`config.mk`:
```
export PLATFORM = sky130hd
export DESIGN_NAME = tpb_bridge
export DESIGN_NICKNAME = d
export VERILOG_FILES = /design/src/rtl/tpb_pkg.sv /design/src/rtl/tpb_phase_cnt.sv /design/src/rtl/tpb_access.sv /design/src/rtl/tpb_bringup.sv /design/src/rtl/tpb_bridge.sv
export SDC_FILE = /design/constraint.sdc
export NUM_CORES = 1
export LEC_CHECK = 0
export BUFFER_PORTS_ARGS = -buffer_cell sky130_fd_sc_hd__buf_2
export CAP_MARGIN = 10
export CELL_PAD_IN_SITES_DETAIL_PLACEMENT = 1
export CELL_PAD_IN_SITES_GLOBAL_PLACEMENT = 1
export CORE_MARGIN = 10
export CORE_UTILIZATION = 40
export CTS_BUF_LIST = sky130_fd_sc_hd__clkbuf_8
export CTS_CLUSTER_DIAMETER = 150
export CTS_CLUSTER_SIZE = 25
export DETAILED_ROUTE_END_ITERATION = 10
export MAX_ROUTING_LAYER = met4
export PLACE_DENSITY_LB_ADDON = 0.12
export SLEW_MARGIN = 20
export SYNTH_ARGS = -nofsm -noshare
export SYNTH_HDL_FRONTEND = slang
export SYNTH_SLANG_ARGS = --single-unit
```
`constraint.sdc`:
```
create_clock -name clk -period 4.4 [get_ports clk]
set_input_delay 0 -clock clk [delete_from_list [all_inputs] [get_ports clk]]
set_output_delay 0 -clock clk [all_outputs]
set_load 0.05 [all_outputs]
```
`src/rtl/tpb_pkg.sv`:
```
package tpb_pkg;

    localparam int TP_W   = 8;
    localparam int TP_MAX = (1 << TP_W) - 1;

    typedef enum logic [2:0] {
        AX_IDLE,
        AX_ADDR_SET,
        AX_ADDR_HI,
        AX_ADDR_LO,
        AX_DATA_SET,
        AX_DATA_HI,
        AX_DATA_LO,
        AX_READ_CAP
    } acc_state_e;

    typedef enum logic [3:0] {
        BU_HOLD,
        BU_CLR_PRE,
        BU_CLR_HI,
        BU_CLR_POST,
        BU_CFG,
        BU_REL_SD,
        BU_REL_RST,
        BU_LOCK,
        BU_UP,
        BU_FAIL
    } bu_state_e;

    typedef struct packed {
        logic            write;
        logic [TP_W-1:0] addr;
        logic [TP_W-1:0] data;
    } tp_req_t;

    // true when a request field does not fit the test-port byte
    function automatic logic over_byte(input logic [31:0] v);
        return v > 32'(TP_MAX);
    endfunction

endpackage

```
`src/rtl/tpb_phase_cnt.sv`:
```
module tpb_phase_cnt #(
    parameter int W = 4
) (
    input  logic         clk,
    input  logic         rst,
    input  logic         run,
    input  logic [W-1:0] len,
    output logic         last
);
    logic [W-1:0] cnt;

    assign last = run && (cnt == len - W'(1));

    always_ff @(posedge clk) begin
        if (rst || !run || last) cnt <= '0;
        else                     cnt <= cnt + W'(1);
    end
endmodule

```
`src/rtl/tpb_access.sv`:
```
module tpb_access
    import tpb_pkg::*;
#(
    parameter int HP_W = 4
) (
    input  logic            clk,
    input  logic            rst,
    input  logic            start,
    input  tp_req_t         req,
    input  logic [HP_W-1:0] len,
    input  logic [TP_W-1:0] tp_dout,
    output logic            tp_clk,
    output logic            tp_en,
    output logic [TP_W-1:0] tp_din,
    output logic            acc_busy,
    output logic            acc_done,
    output logic [TP_W-1:0] acc_rdata
);
    acc_state_e st;
    tp_req_t    hold;
    logic       last;

    assign acc_busy = (st != AX_IDLE);

    tpb_phase_cnt #(.W(HP_W)) u_phase (
        .clk (clk),
        .rst (rst),
        .run (acc_busy),
        .len (len),
        .last(last)
    );

    always_ff @(posedge clk) begin
        if (rst) begin
            st   <= AX_IDLE;
            hold <= '0;
        end else begin
            case (st)
                AX_IDLE:     if (start) begin hold <= req; st <= AX_ADDR_SET; end
                AX_ADDR_SET: if (last) st <= AX_ADDR_HI;
                AX_ADDR_HI:  if (last) st <= AX_ADDR_LO;
                AX_ADDR_LO:  if (last) st <= hold.write ? AX_DATA_SET : AX_READ_CAP;
                AX_DATA_SET: if (last) st <= AX_DATA_HI;
                AX_DATA_HI:  if (last) st <= AX_DATA_LO;
                AX_DATA_LO:  if (last) st <= AX_IDLE;
                AX_READ_CAP: if (last) st <= AX_IDLE;
                default:     st <= AX_IDLE;
            endcase
        end
    end

    always_comb begin
        tp_en     = (st inside {AX_ADDR_SET, AX_ADDR_HI, AX_ADDR_LO});
        tp_clk    = (st inside {AX_ADDR_HI, AX_DATA_HI});
        tp_din    = '0;
        if (tp_en)
            tp_din = hold.addr;
        else if (st inside {AX_DATA_SET, AX_DATA_HI, AX_DATA_LO})
            tp_din = hold.data;
        acc_done  = last && (st inside {AX_DATA_LO, AX_READ_CAP});
        acc_rdata = (st == AX_READ_CAP) ? tp_dout : '0;
    end
endmodule

```
`src/rtl/tpb_bringup.sv`:
```
module tpb_bringup
    import tpb_pkg::*;
#(
    parameter int HP_W      = 4,
    parameter int LOCK_POLL = 5000
) (
    input  logic            clk,
    input  logic            rst,
    input  logic            go,
    input  logic            cfg_done,
    input  logic            lock_in,
    input  logic [HP_W-1:0] len,
    output logic            tp_clr,
    output logic            clearing,
    output logic            shdn_n,
    output logic            rst_n,
    output logic            clk_en,
    output logic            lock_ok,
    output logic            lock_fail
);
    localparam int POLL_W = $clog2(LOCK_POLL + 1);

    bu_state_e         st;
    logic [POLL_W-1:0] pcnt;
    logic              plast;

    assign clearing = (st inside {BU_CLR_PRE, BU_CLR_HI, BU_CLR_POST});

    tpb_phase_cnt #(.W(HP_W)) u_phase (
        .clk (clk),
        .rst (rst),
        .run (clearing),
        .len (len),
        .last(plast)
    );

    always_ff @(posedge clk) begin
        if (rst) begin
            st   <= BU_HOLD;
            pcnt <= '0;
        end else begin
            pcnt <= (st == BU_LOCK) ? pcnt + POLL_W'(1) : '0;
            if (go) begin
                st <= BU_CLR_PRE;
            end else begin
                case (st)
                    BU_CLR_PRE:  if (plast) st <= BU_CLR_HI;
                    BU_CLR_HI:   if (plast) st <= BU_CLR_POST;
                    BU_CLR_POST: if (plast) st <= BU_CFG;
                    BU_CFG:      if (cfg_done) st <= BU_REL_SD;
                    BU_REL_SD:   st <= BU_REL_RST;
                    BU_REL_RST:  st <= BU_LOCK;
                    BU_LOCK: begin
                        if (lock_in)                               st <= BU_UP;
                        else if (pcnt == POLL_W'(LOCK_POLL - 1))   st <= BU_FAIL;
                    end
                    default:     st <= st;
                endcase
            end
        end
    end

    always_comb begin
        tp_clr    = (st == BU_CLR_HI);
        shdn_n    = (st inside {BU_REL_SD, BU_REL_RST, BU_LOCK, BU_UP});
        rst_n     = (st inside {BU_REL_RST, BU_LOCK, BU_UP});
        clk_en    = (st inside {BU_LOCK, BU_UP});
        lock_ok   = (st == BU_UP);
        lock_fail = (st == BU_FAIL);
    end
endmodule

```
`src/rtl/tpb_bridge.sv`:
```
module tpb_bridge
    import tpb_pkg::*;
#(
    parameter int         REQ_W     = 10,
    parameter int         HP_W      = 4,
    parameter int         LANES     = 4,
    parameter logic [7:0] STOP_TIME = 8'h1C,
    parameter int         LOCK_POLL = 5000,
    localparam int        LANE_W    = (LANES > 1) ? $clog2(LANES) : 1
) (
    input  logic              clk,
    input  logic              rst,
    input  logic [HP_W-1:0]   half_period,
    input  logic              req_valid,
    input  logic              req_write,
    input  logic [REQ_W-1:0]  req_addr,
    input  logic [REQ_W-1:0]  req_wdata,
    output logic              busy,
    output logic              rsp_valid,
    output logic              rsp_err,
    output logic [7:0]        rsp_rdata,
    output logic              tp_clk,
    output logic              tp_en,
    output logic              tp_clr,
    output logic [7:0]        tp_din,
    input  logic [7:0]        tp_dout,
    input  logic              bringup_go,
    input  logic              cfg_done,
    input  logic              phy_pll_lock,
    output logic              phy_shdn_n,
    output logic              phy_rst_n,
    output logic              phy_clk_en,
    output logic              pll_lock_ok,
    output logic              pll_lock_fail,
    output logic [LANE_W-1:0] phy_lane_cfg,
    output logic [7:0]        phy_stop_time
);
    logic [HP_W-1:0] len;
    logic            acc_busy, acc_done, clearing;
    logic [7:0]      acc_rdata;
    logic            go_ok, accept, req_bad;
    tp_req_t         req;

    assign len     = (half_period == '0) ? HP_W'(1) : half_period;
    assign busy    = acc_busy | clearing;
    assign go_ok   = bringup_go && !busy;
    assign accept  = req_valid && !busy && !bringup_go;
    assign req_bad = over_byte(32'(req_addr)) || (req_write && over_byte(32'(req_wdata)));
    assign req     = '{write: req_write, addr: req_addr[TP_W-1:0], data: req_wdata[TP_W-1:0]};

    tpb_access #(.HP_W(HP_W)) u_access (
        .clk      (clk),
        .rst      (rst),
        .start    (accept && !req_bad),
        .req      (req),
        .len      (len),
        .tp_dout  (tp_dout),
        .tp_clk   (tp_clk),
        .tp_en    (tp_en),
        .tp_din   (tp_din),
        .acc_busy (acc_busy),
        .acc_done (acc_done),
        .acc_rdata(acc_rdata)
    );

    tpb_bringup #(.HP_W(HP_W), .LOCK_POLL(LOCK_POLL)) u_bringup (
        .clk      (clk),
        .rst      (rst),
        .go       (go_ok),
        .cfg_done (cfg_done),
        .lock_in  (phy_pll_lock),
        .len      (len),
        .tp_clr   (tp_clr),
        .clearing (clearing),
        .shdn_n   (phy_shdn_n),
        .rst_n    (phy_rst_n),
        .clk_en   (phy_clk_en),
        .lock_ok  (pll_lock_ok),
        .lock_fail(pll_lock_fail)
    );

    always_ff @(posedge clk) begin
        if (rst) begin
            rsp_valid <= 1'b0;
            rsp_err   <= 1'b0;
            rsp_rdata <= '0;
        end else begin
            rsp_valid <= acc_done || (accept && req_bad);
            rsp_err   <= accept && req_bad;
            rsp_rdata <= acc_done ? acc_rdata : '0;
        end
    end

    assign phy_lane_cfg  = LANE_W'(LANES - 1);
    assign phy_stop_time = STOP_TIME;
endmodule

```
==> out/results.tsv <==
metric	value	unit
Max-Cap Viols	0	
TritonRoute pass-1 iters	4	
vias per cell	5.06	
Pwr Total	0.996	mW
postcts setup bufs	0	
port buffer count	65	
Final GP Congestion	0.758	
Hold WS	0.129	ns
TNS Setup	0	ns
mapped cell area	0.00274	sq mm
Final ANT Viol Nets	0	
Slew @ Worst Pin	0.755	ns
Crit. End Element	flop	
crit path buf inv count	2	
Final Cycle Share	52.1	%
initial core utilization	40.8	%
routed vias	2435	
DRT iter0 DRCs	88	
DRC	0	
post-placement cell count	446	
TritonCTS clock tree	yes	
Max clock buf depth	2	
relative slew slack	49.6	%
Async SR Flop Fraction	0	%
Cell Rows	30	
WL/cell	15.3	um
worst path cell trace	nor3_1 -> and2_1 -> inv_2 -> nor4b_2 -> buf_4 -> nor2_1 -> mux2i_1 -> o21ai_0	
core area	0.00672	sq mm
Routed WL	7360	um
largest net degree at the start of global routing	29	
grt ovf	0	
NumNets Final	442	
Syn-to-layout area delta	23.3	%
Slowest-stage cell, CP	dfxtp_1	
Crit Path Category	reg -> reg	
Top delay family on crit path	simple AND/OR/NAND/NOR gates	
Die X	103	um
TritonCTS Buffers	5	
Slew Limit Fails	0	
vias in the first global route	2570	
Startpoint Class	flop	
global-route wire length before repair	12100	um
yosys warns	0	
Inserted Diodes	0	
number of synthesized flops with an enable pin	0	
Critical Path RT	4.59	ns
placed inst area	0.00302	sq mm
initial antenna violation count	0	
Fin. Hold Viols	0	
I/O pins	76	
clock period minus worst slack	2.29	ns
ys flop type	dfxtp_1	
min-delay worst type	in -> reg	
Die Area	0.0106	sq mm
Setup Viol. Count Final	0	
Post-Synthesis Cells	319	
maximum vdd drop	0.146	mV
Synth Register Bits	55	
CTS sink count	55	
Fmax	436	MHz
fin cells	481	
post-route cell area	0.00338	sq mm
layout cells sized above 1	20.7	%
Die H	103	um
Pwr Density	295	mW/mm^2
register area share after synthesis	40.2	%
Root Driver	clkbuf_8	
Fin Clk Skew	0.00300	ns
worst-path fanout max	25	
status	completed	
Total GRT Usage	14.5	%
synth unique cells	55	
RSZ-0062 raised after global routing	no	
Mean Syn Cell Area	8.59	sq um
slowest stage delay, CP	0.56	ns
Clock Latency Late Sink	0.31	ns
Clock Pin Slew Worst Setup and Hold Paths	0.10	ns
Critical Path AT	2.48	ns
cell leakage power	1.40	nW
detailed placer's ending HPWL	5220	um
number of H-tree levels	2	
metal layers:
| metal | wire length, um | part of all wire [%] | GRT usage, % |
|---|---|---|---|
| met1 | 3260 | 44 | 16.9 |
| met2 | 3680 | 50 | 24.7 |
| met3 | 354 | 4.8 | 3.35 |
| met4 | 67 | 0.91 | 3.53 |
| met5 | 0 | 0 | - |
report_power, final:
part	total, mW	switching (mW)	internal, mW
logic	0.194	0.124	0.0701
clock network	0.275	0.165	0.109
registers	0.528	0.0188	0.509
synth_stat cells (all sizes together), types with 2 or more instances:
cell,instances,area [sq um]
dfxtp,55,1100
nor2,50,188
o21ai,23,115
buf,21,159
mux2i,19,190
nand3,19,95.1
nand2,16,60.1
xor2,13,114
inv,11,41.3
and2,10,62.6
nor3,8,40.0
and3,5,31.3
clkbuf,5,18.8
or3,5,31.3
xnor2,5,43.8
a21oi,4,20.0
nor2b,4,32.5
ha,3,37.5
nand3b,3,22.5
nor4b,3,26.3
a211o,2,17.5
a211oi,2,15.0
a311oi,2,23.8
conb,2,7.51
nand2b,2,12.5
o21a,2,15.0
or2,2,12.5
through the flow:
stage,util [%],setup slack [ns]
after CTS,50.3,2.06
final,50.3,2.11
after global placement,45.0,2.16
after floorplan,-,2.32
after detailed placement,45.0,2.11
after global routing,50.3,1.86
worst reg2reg max path, delay by kind of cell, from the launching register on:
kind                   cells  cell delay, ns
multiplexers               1            0.18
flip-flops                 1            0.56
AO/OA/AOI/OAI              1            0.08
AND/OR/NAND/NOR            4            0.94
buffers and inverters      2            0.41
flip-flops by register name, indices dropped and copies added, names as in the netlist:
name / count
u_bringup.u_phase.cnt: 4
rsp_rdata: 8
u_bringup.st: 4
u_bringup.pcnt: 13
rsp_err: 1
rsp_valid: 1
u_access.u_phase.cnt: 4
u_access.st: 3
u_access.hold: 17
logic make-up after synthesis:
logic type / share of synthesized area, %
mux: 7.35
buf+inv: 8.31
flops: 40.2
fa+ha+maj: 1.37
other cells: 0.274
simple gates: 25.4
xor+xnor: 5.76
compound gates: 11.4
worst paths after layout:
| path | startpoint | end | slack (ns) | depth (start not counted) |
|---|---|---|---|---|
| max | u_access.st[2]$_SDFFE_PP0P_ | u_access.st[1]$_SDFFE_PP0P_ | 2.11 | 8 |
| min | phy_pll_lock | u_bringup.st[3]$_SDFFE_PP0P_ | 0.13 | 4 |
| max reg2reg | u_access.st[2]$_SDFFE_PP0P_ | u_access.st[1]$_SDFFE_PP0P_ | 2.11 | 8 |
| min reg2reg | u_access.u_phase.cnt[0]$_SDFF_PP0_ | u_access.u_phase.cnt[0]$_SDFF_PP0_ | 0.48 | 1 |
repair_timing:
action,4_1_cts,5_1_grt
resized for setup,0,0
hold buffers,27,0
hold endpoints to repair,26,0
setup endpoints to repair,0,0
area by class of cell:
class / instances / area (sq um)
tap: 80 / 100
fill: 843 / 3340
multi-input combinational: 234 / 1450
timing repair buffer: 93 / 603
clock inverter: 3 / 16.3
inverter: 11 / 41.3
sequential: 55 / 1100
clock buffer: 5 / 68.8
placed cells by master, fill, tap and decap left out, types with 4 or more instances in the layout:
cell	Yosys	routed
buf_2	4	65
dfxtp_1	55	55
nor2_1	50	50
dlygate4sd3_1	0	27
o21ai_0	23	23
nand3_1	19	19
mux2i_1	19	19
nand2_1	16	16
xor2_1	13	13
inv_1	10	11
and2_1	10	10
conb_1	2	10
nor3_1	8	8
or3_1	5	5
and3_1	5	5
xnor2_1	5	5
clkbuf_8	0	5
a21oi_1	4	4
Note: power is estimated with default switching activity, not from simulation.
